<file path="src/rtl/vtb_pkg.sv">
package vtb_pkg;
  localparam int unsigned MAX_TB_LEN = 64;
  localparam int unsigned LEN_W      = $clog2(MAX_TB_LEN + 1);
  localparam int unsigned IDX_W      = $clog2(MAX_TB_LEN);
  localparam int unsigned STEP_W     = LEN_W + 1;
  localparam int unsigned LAT_W      = 3;
  localparam int unsigned LAT_SLOTS  = 1 << LAT_W;

  typedef struct packed {
    logic             pmCmp;
    logic             pmFirst;
    logic             maxSel;
    logic             step;
    logic             collect;
    logic [IDX_W-1:0] colIdx;
    logic             emit;
    logic [IDX_W-1:0] emitIdx;
  } tbStrobe_t;
endpackage

</file>
<file path="src/rtl/vtb_ctrl.sv">
module vtb_ctrl
  import vtb_pkg::*;
#(
  parameter int unsigned STATE_BITS = 6,
  parameter int unsigned ADDR_WIDTH = 10
) (
  input  logic                  clk,
  input  logic                  rstN,
  input  logic                  start,
  input  logic                  cfgMaxSel,
  input  logic                  cfgBlockMode,
  input  logic [LEN_W-1:0]      cfgTbLen,
  input  logic [LAT_W-1:0]      cfgLatency,
  input  logic [ADDR_WIDTH-1:0] cfgEndAddr,
  output logic [STATE_BITS-1:0] pmAddr,
  output logic [STATE_BITS-1:0] cmpIdx,
  output logic                  smRdEn,
  output logic [ADDR_WIDTH-1:0] smAddr,
  output logic                  busy,
  output logic                  done,
  output tbStrobe_t             strb
);
  localparam int unsigned NSTATES = 1 << STATE_BITS;

  typedef enum logic [2:0] {S_IDLE, S_SCAN, S_TRACE, S_EMIT, S_DONE} phase_t;

  phase_t                phase;
  logic                  maxSelQ, blockQ;
  logic [LEN_W-1:0]      lenQ;
  logic [LAT_W-1:0]      latQ;
  logic [ADDR_WIDTH-1:0] endQ;
  logic [STATE_BITS:0]   scanCnt;
  logic [STEP_W-1:0]     issueCnt, recvCnt, stepsTotal, lenExt;
  logic [LAT_SLOTS-1:0]  validPipe;
  logic [IDX_W-1:0]      emitCnt;
  logic                  dataHere, lastRecv;

  assign lenExt     = {1'b0, lenQ};
  assign stepsTotal = blockQ ? {lenQ, 1'b0} : lenExt;
  assign dataHere   = (phase == S_TRACE) && validPipe[latQ];
  assign lastRecv   = (recvCnt + 1'b1) == stepsTotal;

  assign pmAddr = scanCnt[STATE_BITS-1:0];
  assign cmpIdx = STATE_BITS'(scanCnt - 1'b1);
  assign smRdEn = (phase == S_TRACE) && (issueCnt != stepsTotal);
  assign smAddr = endQ - ADDR_WIDTH'(issueCnt);
  assign busy   = (phase == S_SCAN) || (phase == S_TRACE) || (phase == S_EMIT);
  assign done   = (phase == S_DONE);

  always_comb begin
    strb         = '0;
    strb.maxSel  = maxSelQ;
    strb.pmCmp   = (phase == S_SCAN) && (scanCnt != '0);
    strb.pmFirst = (phase == S_SCAN) && (scanCnt == 1);
    strb.step    = dataHere;
    if (blockQ) begin
      strb.collect = dataHere && (recvCnt >= lenExt);
      strb.colIdx  = IDX_W'(recvCnt - lenExt);
    end else begin
      strb.collect = dataHere && ((recvCnt + 1'b1) == lenExt);
      strb.colIdx  = '0;
    end
    strb.emit    = (phase == S_EMIT);
    strb.emitIdx = emitCnt;
  end

  always_ff @(posedge clk or negedge rstN) begin
    if (!rstN) begin
      phase     <= S_IDLE;
      maxSelQ   <= 1'b0;
      blockQ    <= 1'b0;
      lenQ      <= '0;
      latQ      <= '0;
      endQ      <= '0;
      scanCnt   <= '0;
      issueCnt  <= '0;
      recvCnt   <= '0;
      validPipe <= '0;
      emitCnt   <= '0;
    end else begin
      validPipe <= {validPipe[LAT_SLOTS-2:0], smRdEn};
      unique case (phase)
        S_IDLE: if (start) begin
          maxSelQ <= cfgMaxSel;
          blockQ  <= cfgBlockMode;
          lenQ    <= cfgTbLen;
          latQ    <= cfgLatency;
          endQ    <= cfgEndAddr;
          scanCnt <= '0;
          phase   <= S_SCAN;
        end
        S_SCAN: begin
          scanCnt <= scanCnt + 1'b1;
          if (scanCnt == NSTATES[STATE_BITS:0]) begin
            issueCnt <= '0;
            recvCnt  <= '0;
            phase    <= S_TRACE;
          end
        end
        S_TRACE: begin
          if (smRdEn) issueCnt <= issueCnt + 1'b1;
          if (dataHere) begin
            recvCnt <= recvCnt + 1'b1;
            if (lastRecv) begin
              emitCnt <= blockQ ? IDX_W'(lenQ - 1'b1) : '0;
              phase   <= S_EMIT;
            end
          end
        end
        S_EMIT: begin
          if (emitCnt == '0) phase <= S_DONE;
          else               emitCnt <= emitCnt - 1'b1;
        end
        default: phase <= S_IDLE;
      endcase
    end
  end
endmodule

</file>
<file path="src/rtl/vtb_path.sv">
module vtb_path
  import vtb_pkg::*;
#(
  parameter int unsigned STATE_BITS = 6,
  parameter int unsigned PM_WIDTH   = 16
) (
  input  logic                       clk,
  input  logic                       rstN,
  input  tbStrobe_t                  strb,
  input  logic [STATE_BITS-1:0]      cmpIdx,
  input  logic [PM_WIDTH-1:0]        pmRdData,
  input  logic [(1<<STATE_BITS)-1:0] smRdData,
  output logic                       bitValid,
  output logic                       bitData
);
  logic [PM_WIDTH-1:0]   bestPm;
  logic [STATE_BITS-1:0] curState, nextState;
  logic [MAX_TB_LEN-1:0] bitBuf;
  logic                  better;

  // Larger (or smaller) strictly: ties keep the earlier, lower index
  assign better    = strb.maxSel ? (pmRdData > bestPm) : (pmRdData < bestPm);
  assign nextState = {smRdData[curState], curState[STATE_BITS-1:1]};

  always_ff @(posedge clk or negedge rstN) begin
    if (!rstN) begin
      bestPm   <= '0;
      curState <= '0;
      bitBuf   <= '0;
      bitValid <= 1'b0;
      bitData  <= 1'b0;
    end else begin
      if (strb.pmCmp) begin
        if (strb.pmFirst || better) begin
          bestPm   <= pmRdData;
          curState <= cmpIdx;
        end
      end else if (strb.step) begin
        curState <= nextState;
      end
      if (strb.collect) bitBuf[strb.colIdx] <= nextState[0];
      bitValid <= strb.emit;
      bitData  <= strb.emit ? bitBuf[strb.emitIdx] : 1'b0;
    end
  end
endmodule

</file>
<file path="src/rtl/vit_traceback.sv">
module vit_traceback
  import vtb_pkg::*;
#(
  parameter int unsigned STATE_BITS = 6,
  parameter int unsigned PM_WIDTH   = 16,
  parameter int unsigned ADDR_WIDTH = 10
) (
  input  logic                       clk,
  input  logic                       rstN,
  input  logic                       start,
  input  logic                       cfgMaxSel,
  input  logic                       cfgBlockMode,
  input  logic [LEN_W-1:0]           cfgTbLen,
  input  logic [LAT_W-1:0]           cfgLatency,
  input  logic [ADDR_WIDTH-1:0]      cfgEndAddr,
  output logic [STATE_BITS-1:0]      pmAddr,
  input  logic [PM_WIDTH-1:0]        pmRdData,
  output logic                       smRdEn,
  output logic [ADDR_WIDTH-1:0]      smAddr,
  input  logic [(1<<STATE_BITS)-1:0] smRdData,
  output logic                       busy,
  output logic                       done,
  output logic                       bitValid,
  output logic                       bitData
);
  tbStrobe_t             strb;
  logic [STATE_BITS-1:0] cmpIdx;

  vtb_ctrl #(.STATE_BITS(STATE_BITS), .ADDR_WIDTH(ADDR_WIDTH)) u_ctrl (
    .clk(clk), .rstN(rstN), .start(start),
    .cfgMaxSel(cfgMaxSel), .cfgBlockMode(cfgBlockMode), .cfgTbLen(cfgTbLen),
    .cfgLatency(cfgLatency), .cfgEndAddr(cfgEndAddr),
    .pmAddr(pmAddr), .cmpIdx(cmpIdx), .smRdEn(smRdEn), .smAddr(smAddr),
    .busy(busy), .done(done), .strb(strb)
  );

  vtb_path #(.STATE_BITS(STATE_BITS), .PM_WIDTH(PM_WIDTH)) u_path (
    .clk(clk), .rstN(rstN), .strb(strb), .cmpIdx(cmpIdx),
    .pmRdData(pmRdData), .smRdData(smRdData),
    .bitValid(bitValid), .bitData(bitData)
  );
endmodule

</file>
<file path="config.mk">
export PLATFORM = sky130hd
export DESIGN_NAME = vit_traceback
export DESIGN_NICKNAME = d
export VERILOG_FILES = /design/src/rtl/vtb_pkg.sv /design/src/rtl/vtb_ctrl.sv /design/src/rtl/vtb_path.sv /design/src/rtl/vit_traceback.sv
export SDC_FILE = /design/constraint.sdc
export NUM_CORES = 1
export LEC_CHECK = 0
export ABC_CLOCK_PERIOD_IN_PS = 7800
export BUFFER_PORTS_ARGS = -buffer_cell sky130_fd_sc_hd__buf_2
export CAP_MARGIN = 20
export CORE_UTILIZATION = 50
export CTS_BUF_LIST = sky130_fd_sc_hd__clkbuf_16
export DETAILED_ROUTE_END_ITERATION = 8
export PLACE_DENSITY = 0.77
export SLEW_MARGIN = 20
export SYNTH_ARGS = -nofsm -noshare
export SYNTH_HDL_FRONTEND = slang
export SYNTH_SLANG_ARGS = --single-unit
export TNS_END_PERCENT = 10
</file>
<file path="constraint.sdc">
create_clock -name clk -period 7.8 [get_ports clk]
set_input_delay 0.78 -clock clk [delete_from_list [all_inputs] [get_ports clk]]
set_output_delay 0.78 -clock clk [all_outputs]
set_load 0.005 [all_outputs]
</file>
; ---- After elaboration in Yosys (flattened, before gate mapping)
; Cells that the tools add are included.
[classes]
n_addsub = 8
n_lt_le_gt_ge = 8
eq_ne = 17
n_mux = 34
n_reduce_logical = 25
[op_table]
columns = cell, n
row1 = bitwise mux 64 bit, 1
row2 = two-way mux 6 bit, 7
row3 = two-way mux 8 bit, 4
row4 = one-hot mux 8 bit (2 select lines), 2
row5 = < comparator 6 x 7 -> 1 bit (second input constant), 3
row6 = subtractor 6 x 1 -> 6 bit (second input constant), 3
row7 = adder 8 x 1 -> 8 bit (second input constant), 2
row8 = greater-than comparator 16 bit, 1
row9 = < comparator 16 bit, 1
row10 = two-way mux 3 bit, 5
row11 = two-way mux 7 bit, 2
row12 = one-hot mux 7 bit (2 select lines), 1
row13 = binary-select mux 1 bit (select 6 bit), 2
row14 = one-hot mux 3 bit (4 select lines), 1
row15 = one-hot mux 6 bit (2 select lines), 1
row16 = subtractor 10 x 8 -> 10 bit, 1
row17 = == test 8 x 7 -> 1 bit, 1
row18 = == test 8 bit, 1
row19 = greater-or-equal comparator 8 x 7 -> 1 bit, 1
row20 = != test 2 x 1 -> 1 bit (second input constant), 4
row21 = != test 2 bit (second input constant), 4
row22 = != test 8 bit, 1
row23 = AND reduction 2 bit, 4
row24 = nonzero test 2 bit, 4
row25 = 20 further kinds, 35
[word_totals]
reg_bits = 150
in_bits = 105
output_inout_bits = 21
wordCells = 108

; ---- Logic depth before layout (Yosys ltp)
[depth]
depth_word = 10
ltp_mapped = 12
mapped_depth_nobuf = 11

; ---- By module
; A second synthesis with hierarchy kept.
[hier_totals]
hier_cells = 954
hier_area_um2 = 9691.8
[modules_own_cells]
columns = module, n_inst, cells_each, area_per_inst_um2
row1 = vtb_path, 1, 468, 5496.5
row2 = vtb_ctrl, 1, 486, 4195.3

; ---- Worst setup path before layout
; OpenSTA, ideal clock, no wires.
[synth_path]
path_kind = input to register
from = in pmRdData[7]
to = reg u_path.bestPm[10]
setup_time_ns = 0.125
t_arrival_ns = 2.805
required_time_ns = 7.675
slack_ns = 4.870
cell_stages = 8
n_path_buf = 1
cell_sequence = ha_1 a21oi_1 o21ai_1 a221o_1 or3_1 mux2i_4 buf_4 mux2_2
[synth_via]
elab_chain_len = 4
word_cells_on_any_way = 5
cone_classes = 2 x order compare / 1 x mux / 2 x reduce/logical
[synth_lines]
columns = item, line_no
row1 = "start, declared", vit_traceback.sv:17  ; input logic [PM_WIDTH-1:0] pmRdData,
row2 = < comparator 16 bit or greater-than comparator 16 bit (tied branches), vtb_path.sv:22  ; assign better = strb.maxSel ? (pmRdData > bestPm) : (pmRdData < bestPm);
row3 = two-way mux 1 bit (*), vtb_path.sv:22
row4 = logical OR 1 bit (*), vtb_path.sv:34  ; if (strb.pmFirst || better) begin
row5 = AND reduction 2 bit (no source line) (*), -
row6 = "end signal, assigned", vtb_path.sv:35  ; bestPm <= pmRdData;
row7 = "end, declared", vtb_path.sv:16  ; logic [PM_WIDTH-1:0] bestPm;
; Mark *: on every way between the ends. The rest lies on a longest branch, timed or not.
; A chain may end at the register's enable or synchronous reset.

; ---- Worst setup path after layout
[layout_path]
from = reg u_ctrl.issueCnt[1]
to = out smAddr[9]
[layout_via]
elab_chain_len = 1
[layout_lines]
columns = item, line_no
row1 = "start, declared", vtb_ctrl.sv:33  ; logic [STEP_W-1:0] issueCnt, recvCnt, stepsTotal, lenExt;
row2 = "start signal, assigned", vtb_ctrl.sv:101  ; if (smRdEn) issueCnt <= issueCnt + 1'b1;
row3 = subtractor 10 x 8 -> 10 bit, vtb_ctrl.sv:46  ; assign smAddr = endQ - ADDR_WIDTH'(issueCnt);
row4 = "end, declared", vit_traceback.sv:19  ; output logic [ADDR_WIDTH-1:0] smAddr,
; Every way passes these cells.

==> reports/metrics.csv <==
stage;metric;value;unit
status;status;finished clean;
critical_path;cp.required;7.02;ns
critical_path;ff2ff_setup_slack;4.42;ns
critical_path;reg2reg_to;u_path.bitBuf[24];
drt;routedWlPerCell;17.39;um
cells_and_area;drive_gt1_share;29.89;%
cells_and_area;area_growth;13.80;%
sta;period_needed;3.751;ns
floorplan;fp.coreArea;0.01871;mm^2
placed_design;gp_congestion;0.8543;
critical_path;cp_cell_sequence;inv_1 -> ha_1 -> nor2b_1 -> o21ai_0 -> a21boi_0 -> o21ai_0 -> a21oi_1 -> a211oi_1 -> xor2_1 -> buf_2;
cts;cts_tree;built;
critical_path;cp-start-kind;flip-flop;
floorplan;rows;50;
placed_design;placed_cells;1219;
logic_synthesis;yosysWarnings;0;
power;leakage;5.057;nW
global_routing;grt_usage;23.55;%
logic_synthesis;yosysTopAreaCell;dfrtp_1;
floorplan;dieHeight;140.4;um
critical_path;cpMaxStageDelayCell;dfrtp_1;
logic_synthesis;synth_top_area_share;39.22;%
sta;fin_skew;0.007595;ns
sta;tightest_slew;1.044;ns
logic_synthesis;syn_area;0.009572;mm^2
critical_path;reg2reg_depth;10;
placed_design;port_buffers;125;
power;irDropWorstVdd;0.0001574;V
cts;cts_buffers;17;
cts;cts-htree-levels;4;
hold_path;min_path_type;input port to async pin;
sta;rsz0062_at_grt;no;
logic_synthesis;synth_enable_flop_cells;0;
critical_path;path_max_fanout;7;
drt;first_pass_iters;5;
logic_synthesis;synthDistinctLibCells;78;
global_routing;grt_first_pass_wirelength;36.93;mm
floorplan;die-area;0.01970;mm^2
critical_path;crit_top_cell;o21ai_0;
critical_path;path_class;flip-flop to primary output;
cts;clk_path_buf_depth;2;
sta;tns;0;ns
logic_synthesis;ys.flop_type;dfrtp_1;
cells_and_area;fin_cells;1251;
critical_path;timing.rr.start;u_ctrl.lenQ[0];
drt;vias;7333;
drt;drt-initial-drc-count;478;
power;powerDensity;203.6;mW/mm^2
sta;maxSlewViolCount;0;
logic_synthesis;ys_ff_latch;150;
floorplan;boundaryPins;126;
cts;clk_pin_slew;0.06;ns
logic_synthesis;syn_inst;908;
floorplan;initial_core_util;51.17;%
cells_and_area;final_common_cell;dfrtp_1;
cells_and_area;num-fill-cells;1568;
logic_synthesis;async_reset_ff_share;100.0;%
sta;setup_viol;0;
cts;cts-hold-fix-buffers;0;
drt;routed_wl;21.75;mm
cells_and_area;fin_nets;1151;
global_routing;antenna_found_initial;0;
placed_design;dp_hpwl;15.56;mm
cts;clk_latency;0.42;ns
cells_and_area;layout_common_cells;149 x dfrtp_1, 124 x buf_2, 97 x nand2_1, 85 x mux2_2, 65 x nor2_1;
sta;hold_violations;0;
sta;clock.fmax;266.6;MHz
critical_path;slowest_delay;0.51;ns
cells_and_area;antenna_cells;0;
global_routing;grt_start_max_net_pins;81;
global_routing;grt_pass1_vias;7555;
drt;drc;0;
critical_path;crit_arrival;2.97;ns
cts;cts.repair.resized;0;
drt;vias_per_cell;5.862;
cts;clockRootBuffer;clkbuf_16;
cts;cts_num_sinks;150;
cts;cts_setup_buffers;0;
critical_path;crit_path_end_kind;primary output;
logic_synthesis;synth_nets;1055;
logic_synthesis;yosysSeqAreaShare;39.22;%
logic_synthesis;synth.area.top_cells;dfrtp_1 39%, mux2_2 10%, mux4_2 8.7%, ha_1 5.2%, nand2_1 3.8%;
job;drv_cap;0;
sta;fin_crit_sh;48.09;%
sta;slew_headroom;30.41;%
global_routing;grt_overflow;0;
drt;antenna_left;0;
logic_synthesis;syn_area_per_cell;10.54;um^2
floorplan;floorplan.die.width;140.4;um
[logic make-up (layout without fill, tap and decap cells)]
kind of cell / after synthesis / in the layout / synth area share (%)
AO/OA/AOI/OAI: 134 / 134 / 9.373
adder cells (fa/ha/maj): 42 / 42 / 5.647
XOR/XNOR: 42 / 42 / 3.987
AND/OR/NAND/NOR: 289 / 289 / 15.12
flip-flops: 150 / 150 / 39.22
buffers and inverters: 103 / 212 / 4.850
multiplexers: 148 / 148 / 21.80
[registers in the layout, summed over array words and instances (netlist names), 3 cells and up]
signal,flops
u_ctrl.latQ,3
u_ctrl.lenQ,7
u_ctrl.recvCnt,8
u_ctrl.endQ,10
u_path.curState,6
u_path.bestPm,16
u_ctrl.phase,3
u_ctrl.scanCnt,7
u_ctrl.issueCnt,8
u_path.bitBuf,64
u_ctrl.validPipe,8
u_ctrl.emitCnt,6
[metrics by stage]
| stage | util, % | power (W) | area (um^2) | hold WS [ns] | worst slack [ns] |
|---|---|---|---|---|---|
| after floorplan | - | 0.001255 | 9572 | 0.3501 | 4.870 |
| after global placement | 54.86 | 0.001340 | 10260 | 0.3570 | 4.414 |
| after detailed placement | 54.86 | 0.001356 | 10260 | 0.3638 | 4.350 |
| final | 58.23 | 0.002218 | 10890 | 0.3573 | 4.049 |
| after CTS | 58.21 | 0.002240 | 10890 | 0.3771 | 4.020 |
| after global routing | 58.23 | 0.002330 | 10890 | 0.3817 | 3.874 |
[synthesized netlist by cell type, drive strengths merged, types with 2 or more instances]
| cell type | n |
|---|---|
| or2 | 2 |
| a21boi | 2 |
| a22o | 2 |
| a31oi | 3 |
| nor3b | 4 |
| a21oi | 29 |
| fa | 2 |
| or3 | 7 |
| nand3 | 29 |
| nor2b | 13 |
| a211o | 3 |
| nand2 | 97 |
| dfrtp | 150 |
| nand4 | 18 |
| o221ai | 4 |
| o22ai | 5 |
| a221oi | 4 |
| o21ai | 46 |
| and3 | 12 |
| a22oi | 3 |
| nor4b | 2 |
| inv | 49 |
| mux2 | 95 |
| xor2 | 15 |
| xnor2 | 26 |
| and4 | 4 |
| nor3 | 13 |
| a221o | 3 |
| a21o | 2 |
| nand2b | 2 |
| nor4 | 3 |
| nand3b | 9 |
| a211oi | 4 |
| mux4 | 37 |
| clkbuf | 24 |
| o31ai | 4 |
| mux2i | 16 |
| o211a | 2 |
| ha | 40 |
| nor2 | 65 |
| and2 | 7 |
| buf | 30 |
| o211ai | 4 |
[power breakdown]
group          total, W  leakage (nW)  internal (W)  switching [W]
clock network  0.000879         0.297      0.000538       0.000341
logic          0.000437          2.79      0.000237       0.000200
registers      0.000902          1.97      0.000831      0.0000711
total           0.00222          5.06       0.00161       0.000612
[worst max-delay path, delay by kind of cell (launching register included)]
family                   cells  cell delay (ns)
AO/OA/AOI/OAI                5             1.13
XOR/XNOR                     1             0.17
adder cells (fa/ha/maj)      1             0.31
buffers and inverters        2             0.31
flip-flops                   1             0.51
AND/OR/NAND/NOR              1             0.12
[worst max-delay path by stage]
stage | startpoint | end | slack, ns | cells past startpoint
2_1_floorplan | pmRdData[7] | u_path.bestPm[10] | 4.87 | 8
3_3_place_gp | pmRdData[7] | u_path.bestPm[5] | 4.41 | 8
3_5_place_dp | pmRdData[7] | u_path.bestPm[7] | 4.35 | 8
4_1_cts | u_ctrl.issueCnt[1] | smAddr[9] | 4.02 | 10
5_1_grt | u_ctrl.issueCnt[1] | smAddr[9] | 3.87 | 10
6_report | u_ctrl.issueCnt[1] | smAddr[9] | 4.05 | 10
[final cells by class]
type                       instances  area [um^2]  share of cell area, %
clock buffer                      17        425.4                  3.905
clock inverter                    15        201.4                  1.849
inverter                          49        183.9                  1.688
multi-input combinational        655         5354                  49.15
sequential                       150         3755                  34.47
tap                              234        292.8                  2.688
timing repair buffer             131        680.7                  6.249
[per-layer routing]
layer	up-vias	GRT usage [%]	share of wire, %
li1	3459	-	-
met1	3596	30.35	44
met2	247	39.79	49
met3	31	4.308	5.0
met4	0	8.271	1.7
met5	-	0	0
Power figures use the tool's default switching activity.
